==> src/rtl/mdl_pkg.sv <==
package mdl_pkg;

   typedef enum logic [2:0] {
      ST_IDLE     = 3'd0,
      ST_WR_PAT   = 3'd1,
      ST_WR_DECOY = 3'd2,
      ST_RD_REQ   = 3'd3,
      ST_RD_WAIT  = 3'd4,
      ST_DONE     = 3'd5
   } seq_state_e;

endpackage

==> src/rtl/mdl_pattern_gen.sv <==
module mdl_pattern_gen #(
   parameter int DATA_W = 64,
   parameter int LANES  = $clog2(DATA_W),
   parameter int IDX_W  = $clog2(2 * LANES)
) (
   input  logic [IDX_W-1:0]  idx,
   output logic [DATA_W-1:0] pattern
);
   localparam int NUM_PAT = 2 * LANES;
   localparam int KW      = (LANES > 1) ? $clog2(LANES) : 1;

   logic          inv;
   logic [KW-1:0] k;

   // second half: inverses paired in reverse order
   assign inv = (idx >= IDX_W'(LANES));
   assign k   = inv ? KW'(IDX_W'(NUM_PAT - 1) - idx) : KW'(idx);

   generate
      for (genvar b = 0; b < DATA_W; b++) begin : g_bit
         localparam logic [LANES-1:0] POS = LANES'(b);
         assign pattern[b] = POS[k] ^ inv;
      end
   endgenerate

endmodule

==> src/rtl/mdl_fail_capture.sv <==
module mdl_fail_capture #(
   parameter int DATA_W = 64,
   parameter int IDX_W  = 4
) (
   input  logic              clk,
   input  logic              rst_n,
   input  logic              clear,
   input  logic              cmp_en,
   input  logic [IDX_W-1:0]  cmp_idx,
   input  logic [DATA_W-1:0] cmp_expected,
   input  logic [DATA_W-1:0] cmp_observed,
   output logic              fail,
   output logic [IDX_W-1:0]  fail_index,
   output logic [DATA_W-1:0] fail_expected,
   output logic [DATA_W-1:0] fail_observed
);
   logic mismatch;
   assign mismatch = cmp_en && (cmp_expected != cmp_observed);

   always_ff @(posedge clk or negedge rst_n) begin
      if (!rst_n) begin
         fail          <= 1'b0;
         fail_index    <= '0;
         fail_expected <= '0;
         fail_observed <= '0;
      end else if (clear) begin
         fail          <= 1'b0;
         fail_index    <= '0;
         fail_expected <= '0;
         fail_observed <= '0;
      end else if (mismatch && !fail) begin
         fail          <= 1'b1;
         fail_index    <= cmp_idx;
         fail_expected <= cmp_expected;
         fail_observed <= cmp_observed;
      end
   end

   assert_mismatch_flags_R5: assert property (@(posedge clk) disable iff (!rst_n)
      (mismatch && !clear) |=> fail);
   assert_fail_sticky_R5: assert property (@(posedge clk) disable iff (!rst_n)
      (fail && !clear) |=> fail);
   assert_first_kept_R7: assert property (@(posedge clk) disable iff (!rst_n)
      (fail && !clear) |=> ($stable(fail_index) && $stable(fail_expected) && $stable(fail_observed)));

endmodule

==> src/rtl/mdl_dataline_tester.sv <==
module mdl_dataline_tester #(
   parameter int                DATA_W = 64,
   parameter int                ADDR_W = 16,
   parameter logic [DATA_W-1:0] DECOY  = DATA_W'(64'h0123456789ABCDEF),
   parameter int                IDX_W  = $clog2(2 * $clog2(DATA_W))
) (
   input  logic              clk,
   input  logic              rst_n,
   input  logic              start,
   input  logic [ADDR_W-1:0] base_addr,
   output logic              mem_req,
   output logic              mem_we,
   output logic [ADDR_W-1:0] mem_addr,
   output logic [DATA_W-1:0] mem_wdata,
   input  logic [DATA_W-1:0] mem_rdata,
   input  logic              mem_rvalid,
   output logic              busy,
   output logic              done,
   output logic              fail,
   output logic [IDX_W-1:0]  fail_index,
   output logic [DATA_W-1:0] fail_expected,
   output logic [DATA_W-1:0] fail_observed
);
   import mdl_pkg::*;

   localparam int LANES   = $clog2(DATA_W);
   localparam int NUM_PAT = 2 * LANES;

   generate
      if (DATA_W < 8 || (DATA_W & (DATA_W - 1)) != 0) begin : g_bad_width
         $error("DATA_W must be a power of two of at least 8");
      end
      if (ADDR_W < 2) begin : g_bad_addr
         $error("ADDR_W must be at least 2");
      end
      if (IDX_W < $clog2(NUM_PAT)) begin : g_bad_idx
         $error("IDX_W too narrow for the pattern count");
      end
   endgenerate

   seq_state_e        state;
   logic [IDX_W-1:0]  idx;
   logic [ADDR_W-1:0] base_q;
   logic [DATA_W-1:0] pattern;
   logic              accept;
   logic              cmp_en;
   logic              last_pat;

   assign accept   = start && (state == ST_IDLE || state == ST_DONE);
   assign cmp_en   = (state == ST_RD_WAIT) && mem_rvalid;
   assign last_pat = (idx == IDX_W'(NUM_PAT - 1));

   always_ff @(posedge clk or negedge rst_n) begin
      if (!rst_n) begin
         state  <= ST_IDLE;
         idx    <= '0;
         base_q <= '0;
      end else begin
         case (state)
            ST_IDLE, ST_DONE: begin
               if (accept) begin
                  state  <= ST_WR_PAT;
                  idx    <= '0;
                  base_q <= base_addr;
               end
            end
            ST_WR_PAT:   state <= ST_WR_DECOY;
            ST_WR_DECOY: state <= ST_RD_REQ;
            ST_RD_REQ:   state <= ST_RD_WAIT;
            ST_RD_WAIT: begin
               if (mem_rvalid) begin
                  if (last_pat) begin
                     state <= ST_DONE;
                  end else begin
                     idx   <= idx + 1'b1;
                     state <= ST_WR_PAT;
                  end
               end
            end
            default: state <= ST_IDLE;
         endcase
      end
   end

   always_comb begin
      mem_req   = 1'b0;
      mem_we    = 1'b0;
      mem_addr  = base_q;
      mem_wdata = pattern;
      case (state)
         ST_WR_PAT: begin
            mem_req = 1'b1;
            mem_we  = 1'b1;
         end
         ST_WR_DECOY: begin
            mem_req   = 1'b1;
            mem_we    = 1'b1;
            mem_addr  = ADDR_W'(base_q + 1'b1);
            mem_wdata = DECOY;
         end
         ST_RD_REQ: mem_req = 1'b1;
         default: ;
      endcase
   end

   assign busy = (state != ST_IDLE) && (state != ST_DONE);
   assign done = (state == ST_DONE);

   mdl_pattern_gen #(
      .DATA_W (DATA_W),
      .LANES  (LANES),
      .IDX_W  (IDX_W)
   ) u_pat (
      .idx     (idx),
      .pattern (pattern)
   );

   mdl_fail_capture #(
      .DATA_W (DATA_W),
      .IDX_W  (IDX_W)
   ) u_cap (
      .clk           (clk),
      .rst_n         (rst_n),
      .clear         (accept),
      .cmp_en        (cmp_en),
      .cmp_idx       (idx),
      .cmp_expected  (pattern),
      .cmp_observed  (mem_rdata),
      .fail          (fail),
      .fail_index    (fail_index),
      .fail_expected (fail_expected),
      .fail_observed (fail_observed)
   );

   assert_decoy_follows_R3: assert property (@(posedge clk) disable iff (!rst_n)
      (mem_req && mem_we && state == ST_WR_PAT) |=>
         (mem_req && mem_we && mem_wdata == DECOY && mem_addr == ADDR_W'(base_q + 1'b1)));
   assert_read_after_decoy_R3: assert property (@(posedge clk) disable iff (!rst_n)
      (mem_req && mem_we && mem_wdata == DECOY && state == ST_WR_DECOY) |=> (mem_req && !mem_we));
   assert_quiet_while_wait_R4: assert property (@(posedge clk) disable iff (!rst_n)
      (state == ST_RD_WAIT) |-> !mem_req);
   assert_rvalid_expected_R4: assert property (@(posedge clk) disable iff (!rst_n)
      mem_rvalid |-> (state == ST_RD_WAIT));
   assert_read_base_R10: assert property (@(posedge clk) disable iff (!rst_n)
      (mem_req && !mem_we) |-> (mem_addr == base_q));
   assert_done_hold_R8: assert property (@(posedge clk) disable iff (!rst_n)
      (done && !start) |=> done);
   assert_start_clears_R8: assert property (@(posedge clk) disable iff (!rst_n)
      (done && start) |=> (busy && !done && !fail));
   assert_start_ignored_R9: assert property (@(posedge clk) disable iff (!rst_n)
      (busy && start && !cmp_en) |=> (busy && $stable(base_q) && $stable(idx)));

endmodule

==> config.mk <==
export PLATFORM = sky130hd
export DESIGN_NAME = mdl_dataline_tester
export DESIGN_NICKNAME = d
export VERILOG_FILES = /design/src/rtl/mdl_pkg.sv /design/src/rtl/mdl_pattern_gen.sv /design/src/rtl/mdl_fail_capture.sv /design/src/rtl/mdl_dataline_tester.sv
export SDC_FILE = /design/constraint.sdc
export NUM_CORES = 1
export LEC_CHECK = 0
export ABC_AREA = 0
export BUFFER_PORTS_ARGS = -buffer_cell sky130_fd_sc_hd__buf_4
export CAP_MARGIN = 20
export CORE_MARGIN = 4
export CORE_UTILIZATION = 47
export CTS_CLUSTER_SIZE = 20
export DETAILED_ROUTE_END_ITERATION = 10
export MAX_ROUTING_LAYER = met4
export PLACE_DENSITY = 0.74
export SETUP_SLACK_MARGIN = 0.15
export SKIP_LAST_GASP = 1
export SLEW_MARGIN = 20
export SYNTH_ARGS = -nofsm -noshare
export SYNTH_HDL_FRONTEND = slang
export SYNTH_HIERARCHICAL = 1
export SYNTH_SLANG_ARGS = --single-unit
==> constraint.sdc <==
create_clock -name clk -period 4 [get_ports clk]
set_input_delay 0.8 -clock clk [delete_from_list [all_inputs] [get_ports clk]]
set_output_delay 0.8 -clock clk [all_outputs]
set_load 0.02 [all_outputs]
* Word level (Yosys, flattened, before mapping) *
Memories as Yosys holds them, arrays and structs flattened.
Index checks and enable logic that the tools add are counted.

word-level totals
  output and inout bits = 217
  memories kept = 64
  flip-flop bits (word level) = 156
  ROM bits = 512
  bits of input ports = 84
  word-level logic and storage cells = 253

operators by class
  eq/ne operators = 11
  magnitude comparators = 2
  add/sub/neg operators = 3
  reductions and logical operators = 17
  bitwise logic cells = 64
  muxes and demuxes = 85

memory list
  memory           depth  bits a word  read ports  clocked after Yosys merged registers in  wr ports  RTL line               source
  (no name shown)  8      1            1           0                                        0         mdl_pattern_gen.sv:22  assign pattern[b] = POS[k] ^ inv;
  (no name shown)  8      1            1           0                                        0         mdl_pattern_gen.sv:22
  (no name shown)  8      1            1           0                                        0         mdl_pattern_gen.sv:22
  (no name shown)  8      1            1           0                                        0         mdl_pattern_gen.sv:22
  (no name shown)  8      1            1           0                                        0         mdl_pattern_gen.sv:22
  (no name shown)  8      1            1           0                                        0         mdl_pattern_gen.sv:22
  +58 memories     n/a    n/a          n/a         n/a                                      n/a       n/a

operators with widths
  kind                     number
  $mux W64                 5
  $mux W1                  68
  $ne A64 B64 Y1           1
  $xor A1 B1 Y1            64
  $mux W4                  5
  $add A16 B1 Y16 const B  1
  $mux W16                 1
  $pmux W3 S5              1
  $mux W3                  4
  $pmux W4 S2              1
  $eq A3 B2 Y1 const B     2
  $eq A3 B3 Y1 const B     2
  $ne A2 B2 Y1 const B     3
  $logic_and A1 B1 Y1      5
  $add A4 B1 Y4 const B    1
  $eq A4 B4 Y1 const B     1
  $ge A4 B3 Y1 const B     1
  $lt A3 B4 Y1 const B     1
  $reduce_and A2 Y1        2
  $reduce_and A4 Y1        1
  $reduce_bool A2 Y1       2
  $reduce_or A2 Y1         2
  $eq A3 B1 Y1 const B     1
  $logic_not A3 Y1         1
  other kinds (6)          6

* Depth between registers and ports, before layout *
  depth after elaboration = 10
  gate-level depth with buffers = 14

* Cells and area by module *
The synthesis kept the hierarchy.

modules (own cells, without submodules)
  module               instances  area each (sq um)  cells each
  mdl_fail_capture     1          7303.3             661
  mdl_dataline_tester  1          1785.5             200
  mdl_pattern_gen      1          686.9              123

* Least setup slack after synthesis *
OpenSTA, ideal clock, no wires.

  kind = reg2reg
  from = reg idx[3]
  to = reg u_cap.fail_expected[0]
  arrival = 2.529 ns
  path slack = 1.392 ns
  cell stages (with the launch flop) = 14
  path buffers = 4
  data required time = 3.921 ns
  cells stage by stage = dfrtp_1 > buf_2 > nand2b_1 > a311oi_2 > a21o_1 > xnor2_1 > nand4_1 > nor4_1 > nand4_1 > nand3b_1 > buf_4 > buf_12 > buf_8 > mux2i_1

between the ends
  word-level cells in the longest chain between the ends = 9
  elaborated cells between the ends (all ways) = 200

ends and longest elaborated chain
  item                                     RTL line                   source
  start: declaration                       mdl_dataline_tester.sv:42  logic [IDX_W-1:0] idx;
  start signal: assignment                 mdl_dataline_tester.sv:75  idx <= idx + 1'b1;
  $ge A4 B3 Y1 (*)                         mdl_pattern_gen.sv:16      assign inv = (idx >= IDX_W'(LANES));
  $mux W3                                  mdl_pattern_gen.sv:17      assign k = inv ? KW'(IDX_W'(NUM_PAT - 1) - idx) : KW'(idx);
  $mem_v2 Z8 W1                            n/a
  $mux W1 (implied by the code)            mdl_pattern_gen.sv:22
  $xor A1 B1 Y1 (*)                        mdl_pattern_gen.sv:22
  named net pattern[57]                    mdl_dataline_tester.sv:44  logic [DATA_W-1:0] pattern;
  $ne A64 B64 Y1 (*)                       mdl_fail_capture.sv:18     assign mismatch = cmp_en && (cmp_expected != cmp_observed);
  $logic_and A1 B1 Y1 (*)                  mdl_fail_capture.sv:18
  $logic_and A1 B1 Y1 (*)                  mdl_fail_capture.sv:31     end else if (mismatch && !fail) begin
  $reduce_bool A2 Y1 (no source line) (*)  n/a
  end signal: assignment                   mdl_fail_capture.sv:34     fail_expected <= cmp_expected;
  end: declaration                         mdl_fail_capture.sv:14     output logic [DATA_W-1:0] fail_expected,

Mark *: on every way through the listed nets, which the timed path passes. The rest lies on a longest branch. The select of a mux whose other input is x is not followed.
A chain may end at the register's enable or synchronous reset.

* Final worst setup path *
  from = reg idx[0]
  to = reg u_cap.fail_observed[36]

between the ends
  word-level cells in the longest chain between the ends = 9
  elaborated cells between the ends (all ways) = 199

ends and longest elaborated chain
  item                                                  RTL line                                      source
  $ge A4 B3 Y1 / $sub A2 B3 Y3 (equally long branches)  mdl_pattern_gen.sv:16, mdl_pattern_gen.sv:17
  $mux W3                                               mdl_pattern_gen.sv:17
  $mem_v2 Z8 W1                                         n/a
  $mux W1 (implied by the code)                         mdl_pattern_gen.sv:22
  $xor A1 B1 Y1 (*)                                     mdl_pattern_gen.sv:22
  named net pattern[31]                                 mdl_dataline_tester.sv:44
  $ne A64 B64 Y1 (*)                                    mdl_fail_capture.sv:18
  $logic_and A1 B1 Y1 (*)                               mdl_fail_capture.sv:18
  $logic_and A1 B1 Y1 (*)                               mdl_fail_capture.sv:31
  $reduce_bool A2 Y1 (no source line) (*)               n/a
  end signal: assignment                                mdl_fail_capture.sv:35                        fail_observed <= cmp_observed;
  end: declaration                                      mdl_fail_capture.sv:15                        output logic [DATA_W-1:0] fail_observed

Marked as above.

==> metrics <==
largest net degree at the start of global routing=119; vias per cell=5.15; Hold WC Path Type=input pin to async pin; Slew @ Worst Pin=839 ps; Mapped Cells=984; most frequent cells in the layout=buf_4 (315), nand2b_1 (271), dfrtp_1 (155), mux2i_1 (133), xnor2_1 (78); setup TNS=0 ps; synthesized area per cell=9.93 um2; CP Cell Sequence=buf_4 > and2_1 > nor2_1 > inv_1 > xnor2_1 > nand4_1 > nor4_1 > nand4_1 > nand3b_1 > buf_4 > buf_6 > mux2i_1; clk root buf=clkbuf_16; CTS Buffer Depth=2; CTS tree=done; worst vdd ir=0.000473 V; clk sinks=156; Congestion Overflow GR=0; Worst Path Max Fanout=26; Setup Crit Path Kind=flop to flop; count of cell types in the netlist=53; r2r startpoint=idx[0]; routed length on met3=2070 um; die area=23200 um2; CP max stage cell=dfrtp_1; Total Power=10.4 mW; final non-filler cell total=1540; CP endpoint kind=flop; Synth Flop Type=dfrtp_1; status=completed; Layout Utilization=62.9%; DP HPWL=23000 um; R2R depth=12; Async S/R FF share, synth=100%; EDFF count, synth=0; max frequency=271 MHz; DRC=0; Ports=301; Iter 0 DRT Violations=573; core area=20400 um2; initial antenna violation count=0; synthesis-stage register bit count=156; GP Congestion=0.977; syn nets=1070; Worst Hold Slack=415 ps; Synth Warn #=6; Seq/Total Area, Yosys=39.9%; Worst Path Arrival=4040 ps; most common cell after layout, fill and taps aside=buf_4; # fillers=1726; CP Buf/Inv Count=4; cell family with most CP delay=simple AND/OR/NAND/NOR gates; H-tree level count=4; endpoints failing hold=0; Die Wd=152 um; drt pass-1 iters=5; DR vias=7932; PwrDens=813 nW/um2; vias in the first global route=8026; LEAKAGE=6.89 nW; Num CTS Buffers=17; CTS Hold Buffers Added=0; final wirelength=30800 um; Final ANT Viol Nets=0; Final Skew=13.2 ps; Final Setup Violations=0; gr usage total=26.3%; clock transition at the registers of the reported paths=70 ps; per-cell routed wire length=20.0 um; Worst setup SP type=flop; area delta synth->final=31.0%; unrepaired setup endpoints after global routing=no; share of cells above drive strength 1=31.4%; Req. time, crit path=4350 ps; min cycle time layout=3690 ps; RR Endpoint=u_cap/fail_observed[36]; fin. max-slew vios=0; Skew-Pair Late Insertion Delay=430 ps; placed insts=1505; Slew headroom=44.1%; Max Used Layer=met4; mapped cell area=9780 um2; max_cap viols=0; first-pass GRT wire length=46500 um; Final Cycle Share=92.3%; M1 WL=13100 um; nets@finish=1343; slowest stage delay, CP=600 ps; WL met2=15100 um; Port Buffers=300; FP Rows=52; r2r setup slk=310 ps; die height=152 um; initial core utilization=48.0%
state kept, by name (all words and copies together), names as in the netlist:
| signal | flops |
|---|---|
| base_q | 16 |
| idx | 4 |
| state | 3 |
| u_cap/fail | 1 |
| u_cap/fail_expected | 64 |
| u_cap/fail_index | 4 |
| u_cap/fail_observed | 64 |
synth_stat cells (6+ instances only):
master / instances / area share [%]
and2_1: 8 / 0.51
buf_2: 12 / 0.61
buf_4: 12 / 0.92
buf_8: 8 / 1.2
clkbuf_1: 36 / 1.4
dfrtp_1: 156 / 40
inv_1: 9 / 0.35
mux2_1: 12 / 1.4
mux2i_1: 133 / 14
nand2_1: 26 / 1.0
nand2b_1: 271 / 17
nand3_1: 13 / 0.67
nand4_1: 21 / 1.3
nor2_1: 32 / 1.2
nor2b_1: 38 / 2.4
o21ai_0: 6 / 0.31
o21ai_1: 8 / 0.41
or2_2: 32 / 2.0
xnor2_1: 79 / 7.1
xor2_1: 7 / 0.63
cell families (layout without fill, tap and decap cells):
group / count (synthesis) / in the layout / share of synthesized area (%)
AOI/OAI and AO/OA: 40 / 40 / 2.80
xor gates and xnor gates: 86 / 86 / 7.71
adders and majority gates: 2 / 2 / 0.256
buffers and inverters: 80 / 365 / 4.77
DFF: 156 / 156 / 39.9
muxes: 149 / 149 / 15.5
other: 0 / 1 / 0
and+or+nand+nor: 471 / 471 / 29.1
per-layer routing:
layer	GRT usage (%)	up-vias
li1	-	3766
met1	33.4	3841
met4	7.41	0
met2	42.3	284
met5	-	-
met3	6.05	41
worst max-delay path by stage:
stage	slack [ps]	to	cells after the start	startpoint
after floorplan	1390	u_cap/fail_expected[0]	13	idx[3]
after global placement	460	u_cap/fail_expected[56]	11	idx[3]
after detailed placement	380	u_cap/fail_expected[48]	11	idx[0]
after CTS	350	u_cap/fail_expected[48]	11	idx[0]
after global routing	150	u_cap/fail_observed[42]	12	idx[0]
final	310	u_cap/fail_observed[36]	12	idx[0]
metrics by stage:
step,cell area [um2],setup WS (ps)
final,12800,306
after global routing,12800,151
after CTS,12800,348
after detailed placement,12200,379
after global placement,12200,464
after floorplan,9780,1390
power by group:
| group | switching [mW] | leakage (nW) | internal [mW] |
|---|---|---|---|
| combinational | 3.47 | 4.50 | 2.72 |
| clock | 0.660 | 0.286 | 0.981 |
| sequential | 0.450 | 2.11 | 2.13 |
| total | 4.57 | 6.89 | 5.84 |
area by class of cell:
type	count	area, um2	share of cell area (%)
clock buffer	21	440	3.44
timing repair buffer	323	2510	19.6
tap	270	338	2.64
multi-input combinational	748	5420	42.4
antenna	1	2.50	0.0195
inverter	11	41.3	0.323
clock inverter	10	140	1.09
sequential	156	3910	30.5
what timing repair did:
item / CTS / global route
endpoints found under the setup margin: 0 / 104
resized for setup: 0 / 3
setup buffers: 0 / 2
endpoints found under the hold margin: 0 / 0
Power figures use the tool's default switching activity.
